**src/rtl/status_alu_pkg.sv**
```systemverilog
package status_alu_pkg;
  typedef enum logic [3:0] {
    OP_ADD = 4'd0,
    OP_SUB = 4'd1,
    OP_AND = 4'd2,
    OP_OR  = 4'd3,
    OP_XOR = 4'd4,
    OP_SHL = 4'd5,
    OP_SHR = 4'd6,
    OP_ASR = 4'd7
  } alu_op_e;

  localparam int NFLAGS = 5;
  // bit positions inside the packed flag vector
  localparam int FB_C  = 4;
  localparam int FB_Z  = 3;
  localparam int FB_N  = 2;
  localparam int FB_OV = 1;
  localparam int FB_DC = 0;

  function automatic logic [NFLAGS-1:0] flag_mask(input logic [3:0] op);
    logic [NFLAGS-1:0] m;
    m = '0;
    unique case (op)
      OP_ADD, OP_SUB:         m = '1;
      OP_AND, OP_OR, OP_XOR: begin m[FB_Z] = 1'b1; m[FB_N] = 1'b1; end
      OP_SHL, OP_SHR, OP_ASR: begin
        m[FB_C] = 1'b1; m[FB_Z] = 1'b1; m[FB_N] = 1'b1;
      end
      default:                m = '0;
    endcase
    return m;
  endfunction
endpackage

```
**src/rtl/alu_decode.sv**
```systemverilog
module alu_decode
  import status_alu_pkg::*;
(
  input  logic [3:0]        opcode,
  input  logic              flag_en,
  output logic              is_arith,
  output logic              is_sub,
  output logic              is_logic,
  output logic              is_shift,
  output logic [NFLAGS-1:0] upd
);
  always_comb begin
    is_arith = (opcode == OP_ADD) || (opcode == OP_SUB);
    is_sub   = (opcode == OP_SUB);
    is_logic = (opcode == OP_AND) || (opcode == OP_OR) || (opcode == OP_XOR);
    is_shift = (opcode == OP_SHL) || (opcode == OP_SHR) || (opcode == OP_ASR);
    upd      = flag_en ? flag_mask(opcode) : '0;
  end
endmodule

```
**src/rtl/alu_addsub.sv**
```systemverilog
module alu_addsub #(
  parameter int W = 16
) (
  input  logic [W-1:0] a,
  input  logic [W-1:0] b,
  input  logic         sub,
  input  logic         byte_mode,
  output logic [W-1:0] sum,
  output logic         c_out,
  output logic         ov_out,
  output logic         dc_out
);
  localparam int H  = W / 2;
  localparam int NB = 4;

  logic [W-1:0] bx;
  logic [W:0]   full_s;
  logic [H:0]   half_s;
  logic [NB:0]  nib_s;
  logic         sa, sb, sr;

  always_comb begin
    bx     = sub ? ~b : b;
    full_s = {1'b0, a} + {1'b0, bx} + {{W{1'b0}}, sub};
    half_s = {1'b0, a[H-1:0]} + {1'b0, bx[H-1:0]} + {{H{1'b0}}, sub};
    nib_s  = {1'b0, a[NB-1:0]} + {1'b0, bx[NB-1:0]} + {{NB{1'b0}}, sub};
    dc_out = nib_s[NB];
    if (byte_mode) begin
      sum   = {a[W-1:H], half_s[H-1:0]};
      c_out = half_s[H];
      sa    = a[H-1];
      sb    = bx[H-1];
      sr    = half_s[H-1];
    end else begin
      sum   = full_s[W-1:0];
      c_out = full_s[W];
      sa    = a[W-1];
      sb    = bx[W-1];
      sr    = full_s[W-1];
    end
    ov_out = (sa == sb) && (sr != sa);
  end
endmodule

```
**src/rtl/alu_logshift.sv**
```systemverilog
module alu_logshift
  import status_alu_pkg::*;
#(
  parameter int W = 16
) (
  input  logic [W-1:0] a,
  input  logic [W-1:0] b,
  input  logic [3:0]   opcode,
  input  logic         byte_mode,
  output logic [W-1:0] res,
  output logic         c_out
);
  localparam int H = W / 2;

  logic [W-1:0] wr;
  logic         wc;
  logic [H-1:0] hr;
  logic         hc;
  logic [H-1:0] ha;
  logic [H-1:0] hb;

  always_comb begin
    ha = a[H-1:0];
    hb = b[H-1:0];
    wr = a; wc = 1'b0;
    hr = ha; hc = 1'b0;
    case (opcode)
      OP_AND: begin wr = a & b;  hr = ha & hb; end
      OP_OR:  begin wr = a | b;  hr = ha | hb; end
      OP_XOR: begin wr = a ^ b;  hr = ha ^ hb; end
      OP_SHL: begin
        wr = {a[W-2:0], 1'b0};  wc = a[W-1];
        hr = {ha[H-2:0], 1'b0}; hc = ha[H-1];
      end
      OP_SHR: begin
        wr = {1'b0, a[W-1:1]};  wc = a[0];
        hr = {1'b0, ha[H-1:1]}; hc = ha[0];
      end
      OP_ASR: begin
        wr = {a[W-1], a[W-1:1]};   wc = a[0];
        hr = {ha[H-1], ha[H-1:1]}; hc = ha[0];
      end
      default: ;
    endcase
    res   = byte_mode ? {a[W-1:H], hr} : wr;
    c_out = byte_mode ? hc : wc;
  end
endmodule

```
**src/rtl/alu_flagreg.sv**
```systemverilog
module alu_flagreg #(
  parameter int N = 5
) (
  input  logic         clk,
  input  logic         rst_n,
  input  logic [N-1:0] upd,
  input  logic [N-1:0] d,
  output logic [N-1:0] q
);
  for (genvar i = 0; i < N; i++) begin : g_bit
    logic bit_q;
    always_ff @(posedge clk or negedge rst_n) begin
      if (!rst_n)      bit_q <= 1'b0;
      else if (upd[i]) bit_q <= d[i];
    end
    assign q[i] = bit_q;
  end
endmodule

```
**src/rtl/status_alu.sv**
```systemverilog
module status_alu
  import status_alu_pkg::*;
#(
  parameter int W = 16
) (
  input  logic         clk,
  input  logic         rst_n,
  input  logic [W-1:0] op_a,
  input  logic [W-1:0] op_b,
  input  logic [3:0]   opcode,
  input  logic         byte_mode,
  input  logic         flag_en,
  output logic [W-1:0] result,
  output logic         flag_c,
  output logic         flag_z,
  output logic         flag_n,
  output logic         flag_ov,
  output logic         flag_dc
);
  localparam int H = W / 2;

  // named internal events
  logic              is_arith, is_sub, is_logic, is_shift;
  logic [NFLAGS-1:0] upd;
  logic [W-1:0]      as_res, ls_res;
  logic              as_c, as_ov, as_dc, ls_c;
  logic              z_now, n_now;
  logic [NFLAGS-1:0] flag_d, flag_q;

  alu_decode u_dec (
    .opcode(opcode), .flag_en(flag_en), .is_arith(is_arith), .is_sub(is_sub),
    .is_logic(is_logic), .is_shift(is_shift), .upd(upd)
  );

  alu_addsub #(.W(W)) u_as (
    .a(op_a), .b(op_b), .sub(is_sub), .byte_mode(byte_mode),
    .sum(as_res), .c_out(as_c), .ov_out(as_ov), .dc_out(as_dc)
  );

  alu_logshift #(.W(W)) u_ls (
    .a(op_a), .b(op_b), .opcode(opcode), .byte_mode(byte_mode),
    .res(ls_res), .c_out(ls_c)
  );

  always_comb begin
    if (is_arith)                 result = as_res;
    else if (is_logic || is_shift) result = ls_res;
    else                          result = op_a;
    z_now = byte_mode ? (result[H-1:0] == '0) : (result == '0);
    n_now = byte_mode ? result[H-1] : result[W-1];
    flag_d        = '0;
    flag_d[FB_C]  = is_arith ? as_c : ls_c;
    flag_d[FB_Z]  = z_now;
    flag_d[FB_N]  = n_now;
    flag_d[FB_OV] = as_ov;
    flag_d[FB_DC] = as_dc;
  end

  alu_flagreg #(.N(NFLAGS)) u_flags (
    .clk(clk), .rst_n(rst_n), .upd(upd), .d(flag_d), .q(flag_q)
  );

  assign flag_c  = flag_q[FB_C];
  assign flag_z  = flag_q[FB_Z];
  assign flag_n  = flag_q[FB_N];
  assign flag_ov = flag_q[FB_OV];
  assign flag_dc = flag_q[FB_DC];
endmodule

```
**config.mk**
```make
export PLATFORM = sky130hd
export DESIGN_NAME = status_alu
export DESIGN_NICKNAME = d
export VERILOG_FILES = /design/src/rtl/status_alu_pkg.sv /design/src/rtl/alu_decode.sv /design/src/rtl/alu_addsub.sv /design/src/rtl/alu_logshift.sv /design/src/rtl/alu_flagreg.sv /design/src/rtl/status_alu.sv
export SDC_FILE = /design/constraint.sdc
export NUM_CORES = 1
export LEC_CHECK = 0
export BUFFER_PORTS_ARGS = -buffer_cell sky130_fd_sc_hd__buf_2
export CORE_UTILIZATION = 35
export DETAILED_ROUTE_END_ITERATION = 12
export GPL_TIMING_DRIVEN = 0
export SLEW_MARGIN = 20
export SYNTH_ARGS = -nofsm -noshare
export SYNTH_HDL_FRONTEND = slang
export SYNTH_SLANG_ARGS = --single-unit
export TNS_END_PERCENT = 5
```
**constraint.sdc**
```tcl
create_clock -name clk -period 9.2 [get_ports clk]
set_clock_uncertainty 0.2 [all_clocks]
set_input_delay 2.76 -clock clk [delete_from_list [all_inputs] [get_ports clk]]
set_output_delay 2.76 -clock clk [all_outputs]
set_load 0.02 [all_outputs]
```
* Yosys cells after proc, flatten, opt, wreduce, memory -nomap -nowiden
Cells that the tools add are included.
Widths: inputs -> output; s select.
** Operators by class
- Add/sub/neg operators :: 6
- Equality and inequality tests :: 9
- Mux-type cells :: 21
- Bitwise gates (word level) :: 7
- Reductions and logical operators :: 14
** Operator list (count)
- $pmux 16 s6 :: 1
- $mux 16 :: 5
- $pmux 8 s6 :: 1
- $add 16x16->17 :: 1
- $add 17x1->17 :: 1
- $and 16x16->16 :: 1
- $eq 4x3->1 const B :: 4
- $logic_not 16->1 :: 1
- $not 16->16 :: 1
- $or 16x16->16 :: 1
- $xor 16x16->16 :: 1
- $add 8x8->9 :: 1
- $add 9x1->9 :: 1
- $mux 1 :: 9
- $and 8x8->8 :: 1
- $eq 4x2->1 const B :: 2
- $logic_not 8->1 :: 1
- $or 8x8->8 :: 1
- $reduce_or 8->1 :: 1
- $xor 8x8->8 :: 1
- $logic_or 1x1->1 :: 6
- $add 4x4->5 :: 1
- $add 5x1->5 :: 1
- $mux 5 :: 1
- 9 further kinds :: 12
** Word-level totals
- Register bits :: 5
- Word-level logic and storage cells :: 62

* Longest topological paths before layout
Gate-level depths: netlist of the first run.
- Word-level depth :: 8
- Mapped depth :: 15

* Modules after synthesis
From an unflattened synthesis of the first run, not the netlist that was laid out.
** Second synthesis, totals
- Cell total of the unflattened synthesis :: 471
- Area total of the unflattened synthesis :: 3418.3 um^2
** Modules (own cells, without submodules)
- alu_logshift :: times used 1, cells an instance 216, area an instance 1473.9 um^2, sequential area each 0.0 um^2
- alu_addsub :: times used 1, cells an instance 158, area an instance 1141.1 um^2, sequential area each 0.0 um^2
- status_alu :: times used 1, cells an instance 70, area an instance 486.7 um^2, sequential area each 0.0 um^2
- alu_flagreg :: times used 1, cells an instance 15, area an instance 237.7 um^2, sequential area each 125.1 um^2
- alu_decode :: times used 1, cells an instance 12, area an instance 78.8 um^2, sequential area each 0.0 um^2

* Worst setup path before layout of the first run
Ideal clock, no wire load.
- Kind :: input port to output port
- Start point :: in opcode[3]
- End point :: out result[8]
- Arrival time :: 5.597 ns
- Path slack :: 0.643 ns
- Stages on the path :: 10
- Cells stage by stage :: nor4b_2 -> buf_4 -> buf_1 -> mux2i_1 -> fa_1 -> nand2b_1 -> a211o_1 -> a21oi_1 -> o32ai_1 -> a311oi_1
** Between the ends
- Cells in the longest elaborated chain, start to end :: 6
- Elaborated cells on any way between the ends :: 22
- Classes of those cells :: 2 x add/sub; 7 x eq/ne; 6 x mux; 7 x reduce/logical
** Ends and longest elaborated chain
- start, declared :: RTL line status_alu.sv:10 : input logic [3:0] opcode,
- $eq 4x1->1, or another cell as far along :: RTL line alu_decode.sv:13, alu_decode.sv:14
- $mux 16, or another cell as far along :: RTL line alu_addsub.sv:23 : bx = sub ? ~b : b;
- $add 16x16->17, or another cell as far along :: RTL line alu_addsub.sv:24 : full_s = {1'b0, a} + {1'b0, bx} + {{W{1'b0}}, sub};
- $add 17x1->17 or $logic_or 1x1->1 (tied branches) :: RTL line alu_addsub.sv:24, status_alu.sv:47
- $mux 16 (on tied branches) :: RTL line alu_addsub.sv:28, status_alu.sv:47
- $mux 16 * :: RTL line status_alu.sv:46 : if (is_arith) result = as_res;
- end, declared :: RTL line status_alu.sv:13 : output logic [W-1:0] result,
Mark *: on every way between the ends. The rest lies on a longest branch, timed or not.

* Final worst setup path of the first run
- Start point :: in opcode[3]
- End point :: out result[12]
Same word-level chain as after synthesis.

==> key figures, run 1 <==
Outcome
  – Outcome: finished clean

Timing
  – RSZ-0062 raised after global routing: false
  – Final setup fails: 0
  – Max Clk Rate: 111 MHz
  – Final Hold Vio Count: 0
  – Final worst path period need: 8970 ps
  – Hold_ws: 274 ps
  – Final period util: 0.975
  – Pins Over Slew Limit: 0
  – Max-slew headroom: 0.381
  – Final setup margin: 227 ps
  – Worst slew pin tran: 915 ps

Critical path
  – CP max stage cell: fa_1
  – CP cell instances: buf_2 > nor4b_2 > buf_4 > xnor2_1 > inv_1 > fa_1 > nand2b_1 > a211o_1 > a21oi_1 > nor2_1 > a221o_1 > a21oi_1 > inv_1 > buf_2
  – Worst EP arrival: 6010 ps
  – Critical path capture point type: output pin
  – CP Class: primary input to output pin
  – Worst-path fanout max: 17
  – Worst setup SP type: primary input
  – CP max stage delay: 410 ps
  – Data required, critical path: 6240 ps

Cells and area
  – Layout cell share with drive strength beyond 1: 0.178
  – Layout area overhead: 15.7%
  – Layout Nets: 590
  – Top Registers: u_flags.g_bit.bit_q (5)
  – Top reg by flops: u_flags.g_bit.bit_q
  – Fin area: 3560 um^2
  – Max reg flops: 5
  – Antenna Diode Count: 0

Drt
  – DR pass1 iterations: 5
  – Post-route DRC: 0
  – Via density: 6.06
  – Vias: ~3700
  – Post-detailed-route count of antenna-violating nets: 0
  – WL final: 10.9 mm
  – WL per Instance: 18.0 um
  – Starting DRT DRC Count: about 450

Logic synthesis
  – Syn Area/Cell: 7.05 um^2
  – Yosys warnings: 0
  – Share of synthesized area occupied by flip-flops and latches: 0.0407
  – Post-synth EDFFs: 0
  – Syn Nets: 526
  – Synth Register Bits: 5
  – Async SR Flop Fraction: 1.00
  – Mapped Area: 3080 um^2
  – Primary FF master, synth: dfrtp_1
  – Synth cell types: 72
  – Cells after synthesis: between 400 and 500

CTS
  – Num CTS Buffers: 3
  – CTS Buffer Depth: 2
  – Cts hold-fix bufs: 0
  – Resized Gates After CTS: 0
  – Clock Sinks: 5
  – CTS Root Cell: clkbuf_8
  – TritonCTS clock tree: yes
  – Clk_lat worst skew: 220 ps
  – Reg clk slew, reported paths: 30 ps
  – H-tree depth: 1
  – Postcts setup bufs: 0

Place
  – Final GP Congestion: 0.909
  – Detailed Place HPWL: 8.82 mm
  – Pre-CTS setup slack: -198 ps
  – Area post-placement: 3510 um^2
  – Count of input and output buffers: 60

Hold path
  – Hold crit path type: register to register

Job
  – Max-Cap Viols: 0

Floorplan
  – Row count: 33
  – Initial Util: 0.369
  – Core ar.: 8340 um^2
  – IO Count: 61
  – Die Span X: around 96 um
  – Die Ht: 95.7 um
  – Die footprint: 9170 um^2

Power and ir drop
  – Power per cell area: 81.2 nW/um^2
  – Peak VDD IR: 0.0312 mV
  – P_leak: 1.68 nW

Global routing
  – Largest net degree at the start of global routing: 18
  – Total track usage: 0.246
  – Total grt overflow: 0
  – Vias in the first global route: 3394
  – Antenna violations before repair: 0
  – First-pass GRT wire length: 17.4 mm
## metal layers
layer | global-route usage | wire, um | share of wire | vias up
met2 | 0.403 | 4960 | 0.46 | 192
met5 | 0 | 0 | 0 | -
met3 | 0.0142 | 824 | 0.076 | 18
met4 | 0.0510 | 136 | 0.013 | 0
met1 | 0.352 | 4950 | 0.46 | 1713
li1 | - | - | - | 1738
## worst max-delay path, delay by kind of cell
kind | cells | cell delay [ps]
AOI/OAI and AO/OA | 4 | 1180
buffers and inverters | 5 | 800
and+or+nand+nor | 3 | 640
xor gates and xnor gates | 1 | 210
adders and majority gates | 1 | 410
## kinds of logic after synthesis
group           Yosys count  share of synthesized area
compound gates          145                      0.335
xor+xnor                 20                     0.0594
fa+ha+maj                50                      0.206
buf+inv                  70                     0.0887
flops                     5                     0.0407
mux                      11                     0.0370
simple gates            135                      0.233
## synthesized netlist by cell type (5+ instances only)
cell type	instances	area, um^2
a211oi_1	12	90.1
buf_1	5	18.8
a311oi_1	5	43.8
xnor2_1	16	140
or3_1	5	31.3
o21ai_0	17	85.1
o22ai_1	8	50.1
and2_1	6	37.5
nand2b_1	11	68.8
inv_1	46	173
nor2_1	37	139
nand3_1	11	55.1
ha_1	49	613
buf_2	5	25.0
nor2b_1	5	31.3
clkbuf_1	12	45.0
dfrtp_1	5	125
a22oi_1	10	75.1
mux2i_1	8	80.1
a21oi_1	39	195
nand2_1	22	82.6
nor3_1	11	55.1
a21o_1	8	60.1
## through the flow
stage | cells | util | setup TNS (ps) | total power [W]
CTS | 604 | 0.425 | 0 | 0.000286
finish | 604 | 0.426 | 0 | 0.000289
floorplan | 436 | - | 0 | 0.000178
global placement | 601 | 0.420 | -1270 | 0.000241
detailed placement | 601 | 0.420 | -783 | 0.000244
global route | 604 | 0.426 | 0 | 0.000314
## worst paths after layout
path	startpoint	endpoint	slack (ps)	cells past startpoint
worst max-delay path	opcode[3]	result[12]	230	14
worst min-delay path	u_flags.g_bit[2].bit_q	u_flags.g_bit[2].bit_q	270	2
worst max register to register	u_flags.g_bit[4].bit_q	u_flags.g_bit[4].bit_q	7940	4
worst min register to register	u_flags.g_bit[2].bit_q	u_flags.g_bit[2].bit_q	270	2
max in group asynchronous	rst_n	u_flags.g_bit[1].bit_q	6530	1
min in group asynchronous	rst_n	u_flags.g_bit[2].bit_q	2140	1
## cells in the final DEF, fill, tap and decap left out, types with 5 or more instances in the layout
cell type and n:
o22ai_1 8, and2_1 6, nand2_1 22, a311oi_1 5, nand2b_1 11, buf_2 65
inv_1 46, ha_1 49, nor2_1 37, xnor2_1 16, nand3_1 11, mux2i_1 8
a21oi_1 39, dfrtp_1 5, nor3_1 11, nor2b_1 5, clkbuf_1 13, a211oi_1 12
or3_1 5, o21ai_0 17, a21o_1 8, a22oi_1 10
## area by class of cell
type | instances | area [um^2]
timing repair buffer | 60 | 300
inverter | 47 | 176
clock buffer | 4 | 45.0
buffer | 22 | 92.6
tap | 105 | 131
fill | 918 | 4780
multi-input combinational | 361 | 2690
sequential | 5 | 125
## power breakdown
part / switching, W / internal, W / leakage (nW) / total [W]
Sequential: 0.00000177 / 0.0000255 / 0.0615 / 0.0000272
Combinational: 0.000138 / 0.0000831 / 1.59 / 0.000221
Clock: 0.0000110 / 0.0000298 / 0.0228 / 0.0000408
No activity file was read; power rests on OpenSTA's default activity.
==> run 2: changes to the inputs <==
Settings changed: ABC_AREA from default to 1.
==> run 2 against run 1 <==
Flip-flop and latch count unchanged. Global-route usage decreased by 0.87 points. Register-to-register slack improved by 420 ps. Worst hold slack got worse by 2.7 ps. Critical path type unchanged. Critical endpoint is now result[15]. Highest routed layer unchanged.
==> key figures, run 2 <==
Outcome
  – Outcome: finished clean

Job
  – Max-Cap Viols: 0 (unchanged)

Hold path
  – Hold crit path type: register to register
  – Min-Delay Startpoint: u_flags.g_bit[3].bit_q

Logic synthesis
  – Synth Register Bits: 5 (unchanged)
  – Post-synth EDFFs: 0 (unchanged)
  – Yosys top cell area share: 0.205 (+0.00541)
  – Mapped Area: 2990 um^2 (-2.6%)
  – Top cells by count, synth: nand2_1, inv_1, ha_1
  – Cells after synthesis: 529 (+21%)
  – Yosys warnings: 0 (unchanged)
  – Primary FF master, synth: dfrtp_1
  – Share of synthesized area occupied by flip-flops and latches: 0.0418 (+0.00111)
  – Count leader, synth: nand2_1
  – Syn Nets: 619 (+18%)
  – Synth cell types: 38 (-47%)
  – Area contributors post-synth: ha_1, nand2_1, inv_1
  – Syn Area/Cell: 5.66 um^2 (-20%)
  – Async SR Flop Fraction: 1.00 (unchanged)
  – Cell taking the most area after synthesis: ha_1

Cells and area
  – Layout area overhead: 15.4%
  – Layout cell share with drive strength beyond 1: 0.163 (-0.0156)
  – Antenna Diode Count: 0 (unchanged)
  – Top Registers: u_flags.g_bit.bit_q (5)
  – Max reg flops: 5 (unchanged)
  – Most frequent cells in the layout: nand2_1, inv_1, buf_2
  – Top reg by flops: u_flags.g_bit.bit_q
  – Layout Nets: 681 (+15%)
  – Most common cell after layout, fill and taps aside: nand2_1
  – Fillers: 929 (+1.2%)
  – Register area: 125 um^2 (unchanged)
  – Fin area: 3460 um^2 (-2.8%)
  – Area used by multi-input combinational logic: 2420 um^2 (-9.9%)

Drt
  – Via density: 5.16 (-15%)
  – Starting DRT DRC Count: 296 (-34%)
  – WL met3: 709 um (-14%)
  – Wire length on met1: 4.70 mm (-5.1%)
  – WL final: 10.2 mm (-6.3%)
  – Post-route DRC: 0 (unchanged)
  – WL per Instance: 14.7 um (-19%)
  – Vias: 3589 (-2.0%)
  – DR pass1 iterations: 5 (unchanged)
  – WL met2: 4.50 mm (-9.4%)
  – Top Layer Used: met4
  – Post-detailed-route count of antenna-violating nets: 0 (unchanged)

Floorplan
  – Die Span X: 94.5 um (-1.3%)
  – IO Count: 61 (unchanged)
  – Initial Util: 0.363 (-0.00616)
  – Core ar.: 8260 um^2 (-0.99%)
  – Die footprint: 8930 um^2 (-2.6%)
  – Row count: 33 (unchanged)
  – Die Ht: 94.5 um (-1.3%)

Critical path
  – Most used cell, CP: nand2_1
  – Reg-to-reg slack, setup: 8360 ps (+420 ps)
  – Critical path capture point type: output pin
  – CP startpoint: opcode[0]
  – CP max stage cell: ha_1
  – Worst EP arrival: 5590 ps (-420 ps)
  – Critical Path End: result[15]
  – CP max stage delay: 370 ps (-40 ps)
  – CP cell instances: buf_2 > inv_1 > nor2_2 > nand2_1 > buf_2 > xor2_1 > ha_1 > nand2_1 > nand2_1 > nand2_1 > nand3_1 > a21oi_1 > nand2_1 > nand2_1 > nand2_1 > nand2_1 > nand3_2 > nand2_1 > nand2_1 > inv_2 > buf_2
  – Worst r2r path cells: 2 (-2)
  – CP Class: primary input to output pin
  – Data required, critical path: 6240 ps (about the same)
  – Worst setup SP type: primary input
  – Reg-to-Reg Start: u_flags.g_bit[4].bit_q
  – Reg2Reg Capture Point: u_flags.g_bit[4].bit_q
  – Worst-path fanout max: 10 (-7)

Place
  – Count of input and output buffers: 57 (-5.0%)
  – Detailed Place HPWL: 8.23 mm (-6.6%)
  – Pre-CTS setup slack: 718 ps (+915 ps)
  – Final GP Congestion: 0.906 (-0.33%)
  – Area post-placement: 3410 um^2 (-2.7%)

Timing
  – Pins Over Slew Limit: 0 (unchanged)
  – Final worst path period need: 8550 ps (-426 ps)
  – Max-slew headroom: 0.627 (+0.245)
  – Final setup fails: 0 (unchanged)
  – Final setup margin: 653 ps (+426 ps)
  – Final Hold Vio Count: 0 (unchanged)
  – Max Clk Rate: 117 MHz (+5.0%)
  – Final period util: 0.929 (-0.0463)
  – Worst slew pin tran: 560 ps (-355 ps)
  – Sum Neg Setup Slack: 0 ps (unchanged)
  – RSZ-0062 raised after global routing: false

CTS
  – TritonCTS clock tree: yes
  – CTS Root Cell: clkbuf_8
  – Postcts setup bufs: 0 (unchanged)
  – Clock Sinks: 5 (unchanged)
  – Resized Gates After CTS: 0 (unchanged)
  – Reg clk slew, reported paths: 40 ps (about the same)
  – Clk_lat worst skew: 220 ps (about the same)
  – H-tree depth: 1 (unchanged)
  – Num CTS Buffers: 3 (unchanged)
  – Cts hold-fix bufs: 0 (unchanged)
  – CTS Buffer Depth: 2 (unchanged)

Global routing
  – Total grt overflow: 0 (unchanged)
  – First-pass GRT wire length: 16.6 mm (-4.6%)
  – Antenna violations before repair: 0 (unchanged)
  – Vias in the first global route: 3347 (-1.4%)
  – Total track usage: 0.237 (-0.00867)
  – Largest net degree at the start of global routing: 11 (-7)

Power and ir drop
  – Peak VDD IR: 0.0295 mV (-5.5%)
  – Power per cell area: 77.6 nW/um^2 (-4.4%)
  – Final Power: 0.000268 W (-7.1%)
  – P_leak: 1.97 nW (+17%)
==> run 2: changes by cell type after synthesis, sizes merged, moves of 8 or more <==
| cell | before | now |
|---|---|---|
| inv | 47 | 96 |
| clkbuf | 12 | 2 |
| o22ai | 8 | 0 |
| mux2i | 8 | 0 |
| a22oi | 10 | 0 |
| xor2 | 3 | 16 |
| a211oi | 12 | 1 |
| nand2b | 11 | 0 |
| nand3 | 11 | 31 |
| nand2 | 22 | 160 |
| a21o | 8 | 0 |
| o21ai | 18 | 38 |
| xnor2 | 17 | 2 |
==> run 2: per-stage QoR <==
stage / instances / utilization / hold WS (ps)
after floorplan: 529 / - / 378
after detailed placement: 691 / 0.413 / 262
final: 695 / 0.418 / 271
after CTS: 695 / 0.418 / 271
after global placement: 691 / 0.413 / 253
after global routing: 695 / 0.418 / 311
==> run 2: final cells by class <==
class / instances / share of cell area
clock buffers: 4 / 0.0130
inverters: 96 / 0.105
well taps: 105 / 0.0380
plain buffers: 13 / 0.0250
flip-flops and latches: 5 / 0.0362
multi-input cells: 415 / 0.700
repair buffers: 57 / 0.0825
==> run 2: worst max-delay path, delay by kind of cell <==
family / cells / cell delay (ps)
and+or+nand+nor: 13 / 1340
buffers and inverters: 5 / 740
adders and majority gates: 1 / 370
xor gates and xnor gates: 1 / 190
AOI/OAI and AO/OA: 1 / 190
==> run 2: how the worst min path moves through the flow <==
stage / slack [ps] / cells after the start / end
global route: 310 / 2 / u_flags.g_bit[1].bit_q
global placement: 250 / 2 / u_flags.g_bit[0].bit_q
finish: 270 / 2 / u_flags.g_bit[3].bit_q
CTS: 270 / 2 / u_flags.g_bit[0].bit_q
detailed placement: 260 / 2 / u_flags.g_bit[0].bit_q
floorplan: 380 / 2 / u_flags.g_bit[0].bit_q
==> run 2: cell families after synthesis <==
kind of cell               after synthesis  synth area share
AOI/OAI and AO/OA                       97             0.186
xor gates and xnor gates                18            0.0527
adders and majority gates               50             0.211
buffers and inverters                  109             0.150
DFF                                      5            0.0418
and+or+nand+nor                        250             0.358
==> run 2: per-layer routing <==
layer | vias up | GRT usage
met5 | - | 0
met4 | 0 | 0.0669
met3 | 23 | 0.0250
met2 | 139 | 0.384
met1 | 1602 | 0.330
li1 | 1825 | -
==> run 2: where the power goes <==
part | internal (W) | switching [W] | total (W)
logic | 0.0000670 | 0.000132 | 0.000199
clock network | 0.0000298 | 0.0000111 | 0.0000409
registers | 0.0000261 | 0.00000198 | 0.0000281
total | 0.000123 | 0.000145 | 0.000268
